[src/rtl/rmw_pkg.sv]
package rmw_pkg;

   typedef enum logic [2:0] {
      ST_IDLE,
      ST_RD_ADDR,
      ST_RD_DATA,
      ST_WR_ADDR,
      ST_WR_DATA,
      ST_WR_RESP
   } rmw_state_e;

   localparam logic [1:0] RESP_OKAY  = 2'b00;
   localparam logic [1:0] BURST_INCR = 2'b01;

endpackage

[src/rtl/rmw_burst_calc.sv]
// Burst sizing: smallest of the burst ceiling, words remaining and, when
// enabled, words left before the address boundary.
module rmw_burst_calc #(
   parameter int MAX_BEATS   = 16,
   parameter int NUM_WORDS   = 50,
   parameter int SIZE_CODE   = 2,
   parameter int BOUND_BYTES = 4096,
   parameter int LIMIT_BOUND = 1,
   parameter int IDX_W       = 6,
   parameter int BEAT_W      = 5,
   parameter int BOUND_W     = 12
) (
   input  logic [BOUND_W-1:0] addr_off,
   input  logic [IDX_W-1:0]   words_done,
   output logic [BEAT_W-1:0]  beats
);

   logic [31:0] remain;
   logic [31:0] capped;
   logic [31:0] pick;

   always_comb begin
      remain = 32'(NUM_WORDS) - 32'(words_done);
      capped = (remain > 32'(MAX_BEATS)) ? 32'(MAX_BEATS) : remain;
   end

   generate
      if (LIMIT_BOUND != 0) begin : g_bound
         logic [31:0] room;
         always_comb begin
            room = (32'(BOUND_BYTES) - 32'(addr_off)) >> SIZE_CODE;
            pick = (capped > room) ? room : capped;
         end
      end else begin : g_flat
         logic unused_off;
         assign unused_off = ^addr_off;
         assign pick = capped;
      end
   endgenerate

   assign beats = pick[BEAT_W-1:0];

endmodule

[src/rtl/rmw_word_buf.sv]
// Local array storage: one synchronous write port, one combinational read port.
module rmw_word_buf #(
   parameter int DATA_W = 32,
   parameter int DEPTH  = 50,
   parameter int IDX_W  = 6
) (
   input  logic              clk,
   input  logic              we,
   input  logic [IDX_W-1:0]  waddr,
   input  logic [DATA_W-1:0] wdata,
   input  logic [IDX_W-1:0]  raddr,
   output logic [DATA_W-1:0] rdata
);

   logic [DATA_W-1:0] mem [DEPTH];

   always_ff @(posedge clk) begin
      if (we) mem[waddr] <= wdata;
   end

   assign rdata = mem[raddr];

endmodule

[src/rtl/rmw_burst_engine.sv]
module rmw_burst_engine
   import rmw_pkg::*;
#(
   parameter int ADDR_W      = 32,
   parameter int DATA_W      = 32,
   parameter int NUM_WORDS   = 50,
   parameter int MAX_BEATS   = 16,
   parameter int ADDEND      = 100,
   parameter int BOUND_BYTES = 4096,
   parameter int LIMIT_BOUND = 1
) (
   input  logic                  clk,
   input  logic                  rst_n,
   input  logic                  start,
   input  logic [ADDR_W-1:0]     base_addr,
   output logic                  busy,
   output logic                  done,
   output logic                  err,
   output logic [ADDR_W-1:0]     araddr,
   output logic [7:0]            arlen,
   output logic [2:0]            arsize,
   output logic [1:0]            arburst,
   output logic                  arvalid,
   input  logic                  arready,
   input  logic [DATA_W-1:0]     rdata,
   input  logic [1:0]            rresp,
   input  logic                  rlast,
   input  logic                  rvalid,
   output logic                  rready,
   output logic [ADDR_W-1:0]     awaddr,
   output logic [7:0]            awlen,
   output logic [2:0]            awsize,
   output logic [1:0]            awburst,
   output logic                  awvalid,
   input  logic                  awready,
   output logic [DATA_W-1:0]     wdata,
   output logic [DATA_W/8-1:0]   wstrb,
   output logic                  wlast,
   output logic                  wvalid,
   input  logic                  wready,
   input  logic [1:0]            bresp,
   input  logic                  bvalid,
   output logic                  bready
);

   localparam int BYTES     = DATA_W / 8;
   localparam int SIZE_CODE = $clog2(BYTES);
   localparam int IDX_W     = $clog2(NUM_WORDS + 1);
   localparam int BEAT_W    = $clog2(MAX_BEATS + 1);
   localparam int BOUND_W   = $clog2(BOUND_BYTES);
   localparam logic [ADDR_W-1:0] ALIGN_MASK = ~ADDR_W'(BYTES - 1);
   localparam logic [IDX_W-1:0]  LAST_IDX   = IDX_W'(NUM_WORDS - 1);
   localparam logic [IDX_W-1:0]  END_IDX    = IDX_W'(NUM_WORDS);

   // elaboration-time parameter checks
   generate
      if (DATA_W < 8 || (DATA_W & (DATA_W - 1)) != 0) begin : g_bad_width
         $error("DATA_W must be a power of two of at least 8");
      end
      if (MAX_BEATS < 1 || MAX_BEATS > 256) begin : g_bad_beats
         $error("MAX_BEATS must lie in 1..256");
      end
      if (NUM_WORDS < 1) begin : g_bad_words
         $error("NUM_WORDS must be positive");
      end
      if ((BOUND_BYTES & (BOUND_BYTES - 1)) != 0 || BOUND_BYTES < BYTES) begin : g_bad_bound
         $error("BOUND_BYTES must be a power of two no smaller than one word");
      end
      if (BOUND_W >= ADDR_W) begin : g_bad_addr
         $error("ADDR_W must exceed the boundary offset width");
      end
   endgenerate

   rmw_state_e          state_q;
   logic [ADDR_W-1:0]   base_q;
   logic [ADDR_W-1:0]   addr_q;
   logic [IDX_W-1:0]    idx_q;
   logic [BEAT_W-1:0]   beat_q;
   logic [BEAT_W-1:0]   len_q;
   logic                err_q;
   logic                done_q;

   logic [BEAT_W-1:0]   calc_beats;
   logic [DATA_W-1:0]   buf_rd;
   logic                beat_is_last;
   logic [ADDR_W-1:0]   addr_step;
   logic                buf_we;

   rmw_burst_calc #(
      .MAX_BEATS  (MAX_BEATS),
      .NUM_WORDS  (NUM_WORDS),
      .SIZE_CODE  (SIZE_CODE),
      .BOUND_BYTES(BOUND_BYTES),
      .LIMIT_BOUND(LIMIT_BOUND),
      .IDX_W      (IDX_W),
      .BEAT_W     (BEAT_W),
      .BOUND_W    (BOUND_W)
   ) u_calc (
      .addr_off  (addr_q[BOUND_W-1:0]),
      .words_done(idx_q),
      .beats     (calc_beats)
   );

   assign buf_we = (state_q == ST_RD_DATA) && rvalid;

   rmw_word_buf #(
      .DATA_W(DATA_W),
      .DEPTH (NUM_WORDS),
      .IDX_W (IDX_W)
   ) u_buf (
      .clk  (clk),
      .we   (buf_we),
      .waddr(idx_q),
      .wdata(rdata),
      .raddr(idx_q),
      .rdata(buf_rd)
   );

   assign beat_is_last = (beat_q == (len_q - BEAT_W'(1)));
   assign addr_step    = ADDR_W'(len_q) << SIZE_CODE;

   // read address channel
   assign araddr  = addr_q;
   assign arlen   = 8'(calc_beats) - 8'd1;
   assign arsize  = 3'(SIZE_CODE);
   assign arburst = BURST_INCR;
   assign arvalid = (state_q == ST_RD_ADDR);
   assign rready  = (state_q == ST_RD_DATA);

   // write address, data and response channels
   assign awaddr  = addr_q;
   assign awlen   = 8'(calc_beats) - 8'd1;
   assign awsize  = 3'(SIZE_CODE);
   assign awburst = BURST_INCR;
   assign awvalid = (state_q == ST_WR_ADDR);
   assign wvalid  = (state_q == ST_WR_DATA);
   assign wdata   = buf_rd + DATA_W'(ADDEND);
   assign wstrb   = '1;
   assign wlast   = (state_q == ST_WR_DATA) && beat_is_last;
   assign bready  = (state_q == ST_WR_RESP);

   assign busy = (state_q != ST_IDLE);
   assign done = done_q;
   assign err  = err_q;

   always_ff @(posedge clk) begin
      if (!rst_n) begin
         state_q <= ST_IDLE;
         base_q  <= '0;
         addr_q  <= '0;
         idx_q   <= '0;
         beat_q  <= '0;
         len_q   <= '0;
         err_q   <= 1'b0;
         done_q  <= 1'b0;
      end else begin
         case (state_q)
            ST_IDLE: begin
               if (start) begin
                  base_q  <= base_addr & ALIGN_MASK;
                  addr_q  <= base_addr & ALIGN_MASK;
                  idx_q   <= '0;
                  err_q   <= 1'b0;
                  done_q  <= 1'b0;
                  state_q <= ST_RD_ADDR;
               end
            end
            ST_RD_ADDR: begin
               if (arready) begin
                  len_q   <= calc_beats;
                  beat_q  <= '0;
                  state_q <= ST_RD_DATA;
               end
            end
            ST_RD_DATA: begin
               if (rvalid) begin
                  if (rresp != RESP_OKAY || rlast != beat_is_last) err_q <= 1'b1;
                  beat_q <= beat_q + BEAT_W'(1);
                  if (beat_is_last) begin
                     if (idx_q == LAST_IDX) begin
                        idx_q   <= '0;
                        addr_q  <= base_q;
                        state_q <= ST_WR_ADDR;
                     end else begin
                        idx_q   <= idx_q + IDX_W'(1);
                        addr_q  <= addr_q + addr_step;
                        state_q <= ST_RD_ADDR;
                     end
                  end else begin
                     idx_q <= idx_q + IDX_W'(1);
                  end
               end
            end
            ST_WR_ADDR: begin
               if (awready) begin
                  len_q   <= calc_beats;
                  beat_q  <= '0;
                  state_q <= ST_WR_DATA;
               end
            end
            ST_WR_DATA: begin
               if (wready) begin
                  idx_q  <= idx_q + IDX_W'(1);
                  beat_q <= beat_q + BEAT_W'(1);
                  if (beat_is_last) state_q <= ST_WR_RESP;
               end
            end
            ST_WR_RESP: begin
               if (bvalid) begin
                  if (bresp != RESP_OKAY) err_q <= 1'b1;
                  if (idx_q == END_IDX) begin
                     done_q  <= 1'b1;
                     state_q <= ST_IDLE;
                  end else begin
                     addr_q  <= addr_q + addr_step;
                     state_q <= ST_WR_ADDR;
                  end
               end
            end
            default: state_q <= ST_IDLE;
         endcase
      end
   end

endmodule

[config.mk]
export PLATFORM = sky130hd
export DESIGN_NAME = rmw_burst_engine
export DESIGN_NICKNAME = d
export VERILOG_FILES = /design/src/rtl/rmw_pkg.sv /design/src/rtl/rmw_burst_calc.sv /design/src/rtl/rmw_word_buf.sv /design/src/rtl/rmw_burst_engine.sv
export SDC_FILE = /design/constraint.sdc
export NUM_CORES = 2
export LEC_CHECK = 0
export BUFFER_PORTS_ARGS = -buffer_cell sky130_fd_sc_hd__buf_4
export CAP_MARGIN = 20
export CORE_MARGIN = 3
export CORE_UTILIZATION = 45
export DETAILED_ROUTE_END_ITERATION = 8
export PLACE_DENSITY = 0.6
export SYNTH_ARGS = -nofsm -noshare
export SYNTH_HDL_FRONTEND = slang
export SYNTH_SLANG_ARGS = --single-unit
[constraint.sdc]
create_clock -name clk -period 5.45 [get_ports clk]
set_input_delay 1.3625 -clock clk [delete_from_list [all_inputs] [get_ports clk]]
set_output_delay 1.3625 -clock clk [all_outputs]
set_load 0.1 [all_outputs]
==> run_results.csv <==
group,metric,value,unit
pwr,p_sw_share,32.06,%
finish,fin_cells,6180,
synth,synth_cells,3523,
floorplanning,start_util,45.38,%
critical_path,crit_fanout,7,
critical_path,endpoint_kind,"primary output",
critical_path,cp_num_buf_inv,1,
sta,rsz0062_at_grt,"yes",
global_route,grt_max_degree,51,
min_path,min-delay-start,"base_q[20]",
clock_tree,clk_pin_slew,0.06,ns
placed_design,gp_congestion,0.8202,
placed_design,io_buffers,191,
finish,nets,4131,
global_route,grt_pass1_vias,36420,
pwr,combPwrFrac,31.0,%
synth,synth_edf_count,1600,
clock_tree,cts.sinks,1687,
drt,wl_per_cell,30.70,um
synth,synth_area_leaders,"edfxtp_1, mux4_2, dfxtp_1",
drt,wirelength,189700,um
floorplanning,core,150100,um2
critical_path,crit_path_cell_trace,"ha_4 > xor2_2 > o21ai_2 > nand3_2 > o2111ai_2 > and3_4 > ha_4 > nor2b_1 > o21a_1 > o21a_1 > o21a_1 > o21a_1 > o211ai_1 > a21oi_4 > mux2_4 > ha_4 > o21ai_4 > xor2_4 > buf_12",
drt,drtIter0Drc,3909,
critical_path,crit_slowest_cell,"dfxtp_4",
critical_path,crit_type,"reg -> out",
floorplanning,rows,142,
sta,min_period,6.049,ns
drt,dr.pass1.iters,6,
global_route,overflow,0,
finish,drive_above_1_share,32.88,%
drt,routed-via-count,36721,
sta,relSlewSlack,27.71,%
synth,synth_warnings,0,
floorplanning,die_width,395.1,um
synth,synth.distinct_cells,90,
global_route,antenna_found_initial,3,
synth,yosysTopAreaCell,"edfxtp_1",
pwr,intPower,25580,uW
sta,worst_pin_slew,1.084,ns
drt,drc,0,
clock_tree,cts_max_path_buffers,3,
min_path,hold_depth,2,
synth,synth_ff_type,"edfxtp_1",
clock_tree,cts_tree,"done",
pwr,p_per_area,462.2,nW/um2
job,drv_cap,0,
drt,viasPerCell,5.942,
sta,hold_violations,0,
placed_design,placed_area,73600,um2
synth,synth_top_cell_area_share,70.52,%
critical_path,cp_common_cell,"o21a_1",
pwr,clkPwrFrac,30.0,%
floorplanning,die-area,156100,um2
critical_path,worst_ep_required_time,4.09,ns
critical_path,reg2reg_to,"u_buf.mem[30][15]",
finish,diodes,0,
synth,seq_area_frac_synth,73.07,%
synth,syn-cell-area,68130,um2
sta,finalSetupViolCount,40,
clock_tree,htreeDepth,4,
finish,final_area,81440,um2
sta,worst_slack,-0.5995,ns
floorplanning,pin_count,212,
critical_path,slowest_delay,0.35,ns
critical_path,r2r-start,"state_q[1]",
min_path,hold_end,"base_q[20]",
run_status,violations,"setup timing",
placed_design,dpl.hpwl,110700,um
global_route,grt_first_pass_wirelength,267700,um
synth,async_flop_share,0,%
sta,skew,0.05061,ns
pwr,net-switching-power,12070,uW
clock_tree,cts-root-buf,"clkbuf_16",
drt,drtAntennaViolNets,0,
sta,slew_viol_final,0,
finish,area_growth,19.54,%
floorplanning,die_h,395.1,um
min_path,min_path_type,"reg -> reg",
pwr,ir_drop,568.7,uV
run_status,status,"complete, but fails checks",
synth,ys_seq_elements,1687,
critical_path,r2r_cells,6,
sta,period_share,111.0,%
clock_tree,cts_made_buffers,171,
clock_tree,clock_latency,0.82,ns
sta,fmax,0.1653,GHz
critical_path,r2r_slack,1.70,ns
critical_path,cp_top_family,"compound AO/OA/AOI/OAI gates",
pwr,leakagePower,0.02632,uW
synth,avgSynthCellArea,19.34,um2
critical_path,critPathLaunchType,"flop",
pwr,power_frac_seq,39.0,%
placed_design,dp_cells,5783,
critical_path,cp.arrival,4.69,ns
global_route,track_usage,24.12,%
layout by cell type, fill, tap and decap left out, types with 21 or more instances in the layout:
cell	n
a22oi_1	23
clkinv_2	29
conb_1	21
nor2_1	88
mux4_2	363
mux4_1	25
nand2_1	205
clkbuf_16	173
a21oi_1	96
dfxtp_1	77
buf_6	39
buf_12	78
buf_4	411
mux2i_1	131
o21ai_0	65
mux2_2	22
edfxtp_1	1600
nor2_4	54
o22ai_1	31
nand3_1	42
clkbuf_1	38
a31oi_1	24
clkinv_1	40
tightest hold or removal path: stages, from the launching register on:
cell	delay, ns
dfxtp_1	0.31
nand2_1	0.05
a21oi_1	0.05
synthesized netlist by cell type (23+ instances only):
| cell type | n |
|---|---|
| buf_4 | 81 |
| o21ai_0 | 74 |
| dfxtp_1 | 87 |
| o22ai_1 | 36 |
| a31oi_1 | 25 |
| a21oi_1 | 103 |
| nor2_1 | 145 |
| buf_2 | 41 |
| mux2i_1 | 134 |
| mux2_2 | 24 |
| nand3_1 | 48 |
| nand2_1 | 212 |
| buf_6 | 28 |
| mux4_1 | 30 |
| xnor2_1 | 29 |
| xor2_1 | 25 |
| ha_1 | 23 |
| edfxtp_1 | 1600 |
| mux4_2 | 358 |
| inv_1 | 23 |
| clkbuf_1 | 51 |
| a22oi_1 | 23 |
power by group through the flow:
| stage | combinational [uW] | sequential [uW] | clock, uW |
|---|---|---|---|
| final | 11700 | 14700 | 11300 |
| after global routing | 12200 | 14700 | 12000 |
| after CTS | 11400 | 14700 | 11500 |
| after detailed placement | 10100 | 15000 | 0 |
| after global placement | 10100 | 15000 | 0 |
| after floorplan | 7270 | 15500 | 0 |
cells by family (layout without fill, tap and decap cells):
| group | Yosys count | count (layout) | share of synthesized area, % |
|---|---|---|---|
| flip-flops | 1687 | 1687 | 73.07 |
| AND/OR/NAND/NOR | 551 | 551 | 3.783 |
| multiplexers | 546 | 546 | 15.36 |
| AO/OA/AOI/OAI | 391 | 391 | 3.713 |
| buffers and inverters | 267 | 889 | 2.894 |
| XOR/XNOR | 55 | 55 | 0.7180 |
| adder cells (fa/ha/maj) | 24 | 24 | 0.4518 |
| other | 2 | 21 | 0.01102 |
worst max path at each step:
stage / startpoint / end / cells past startpoint
6_report: idx_q[0] / arlen[4] / 19
5_1_grt: idx_q[0] / awlen[4] / 21
4_1_cts: idx_q[0] / awlen[4] / 19
3_5_place_dp: flop / wdata[31] / 15
3_3_place_gp: flop / wdata[31] / 15
2_1_floorplan: idx_q[1] / awlen[4] / 21
per-layer routing:
metal,up-vias,GRT usage (%),share of wire (%),wire (um)
met5,-,0,0.0047,9
met4,2,7.647,3.1,5801
met3,296,5.673,8.6,16370
met2,1616,38.14,48,90930
met1,19417,33.38,40,76610
li1,15390,-,-,-
final cells by class:
type | count | area, um2
multi-input cells | 1588 | 17860
clock inverters | 98 | 953.4
flip-flops and latches | 1687 | 49820
clock buffers | 209 | 4422
well taps | 2016 | 2522
fillers | 11525 | 68690
repair buffers | 554 | 5752
inverters | 28 | 112.6
per-stage QoR:
stage | TNS, ns | util, % | setup slack [ns] | hold WS (ns) | total power, uW
final | -15.19 | 54.25 | -0.5995 | 0.4540 | 37640
after global routing | -22.10 | 54.25 | -0.8093 | 0.4720 | 38960
after CTS | -16.42 | 53.86 | -0.6507 | 0.4549 | 37550
after detailed placement | -0.02351 | 49.02 | -0.02351 | 0.4465 | 25110
after global placement | -0.02433 | 49.01 | -0.02134 | 0.4422 | 25080
after floorplan | -3.402 | - | -0.4357 | 0.4357 | 22740
registers in the layout (all words and copies together) (netlist names), named ones only:
| name | count |
|---|---|
| araddr | 30 |
| base_q | 30 |
| beat_q | 5 |
| len_q | 5 |
| done | 1 |
| u_buf.mem | 1600 |
| state_q | 3 |
| err | 1 |
| idx_q | 6 |
timing repair:
action | 4_1_cts | 5_1_grt
resized for setup | 259 | 62
buffers inserted | 62 | 34
hold buffers | 0 | 0
pin swaps | 60 | 46
setup endpoints to repair | 46 | 46
gates cloned | 7 | 2
Power figures use the tool's default switching activity.
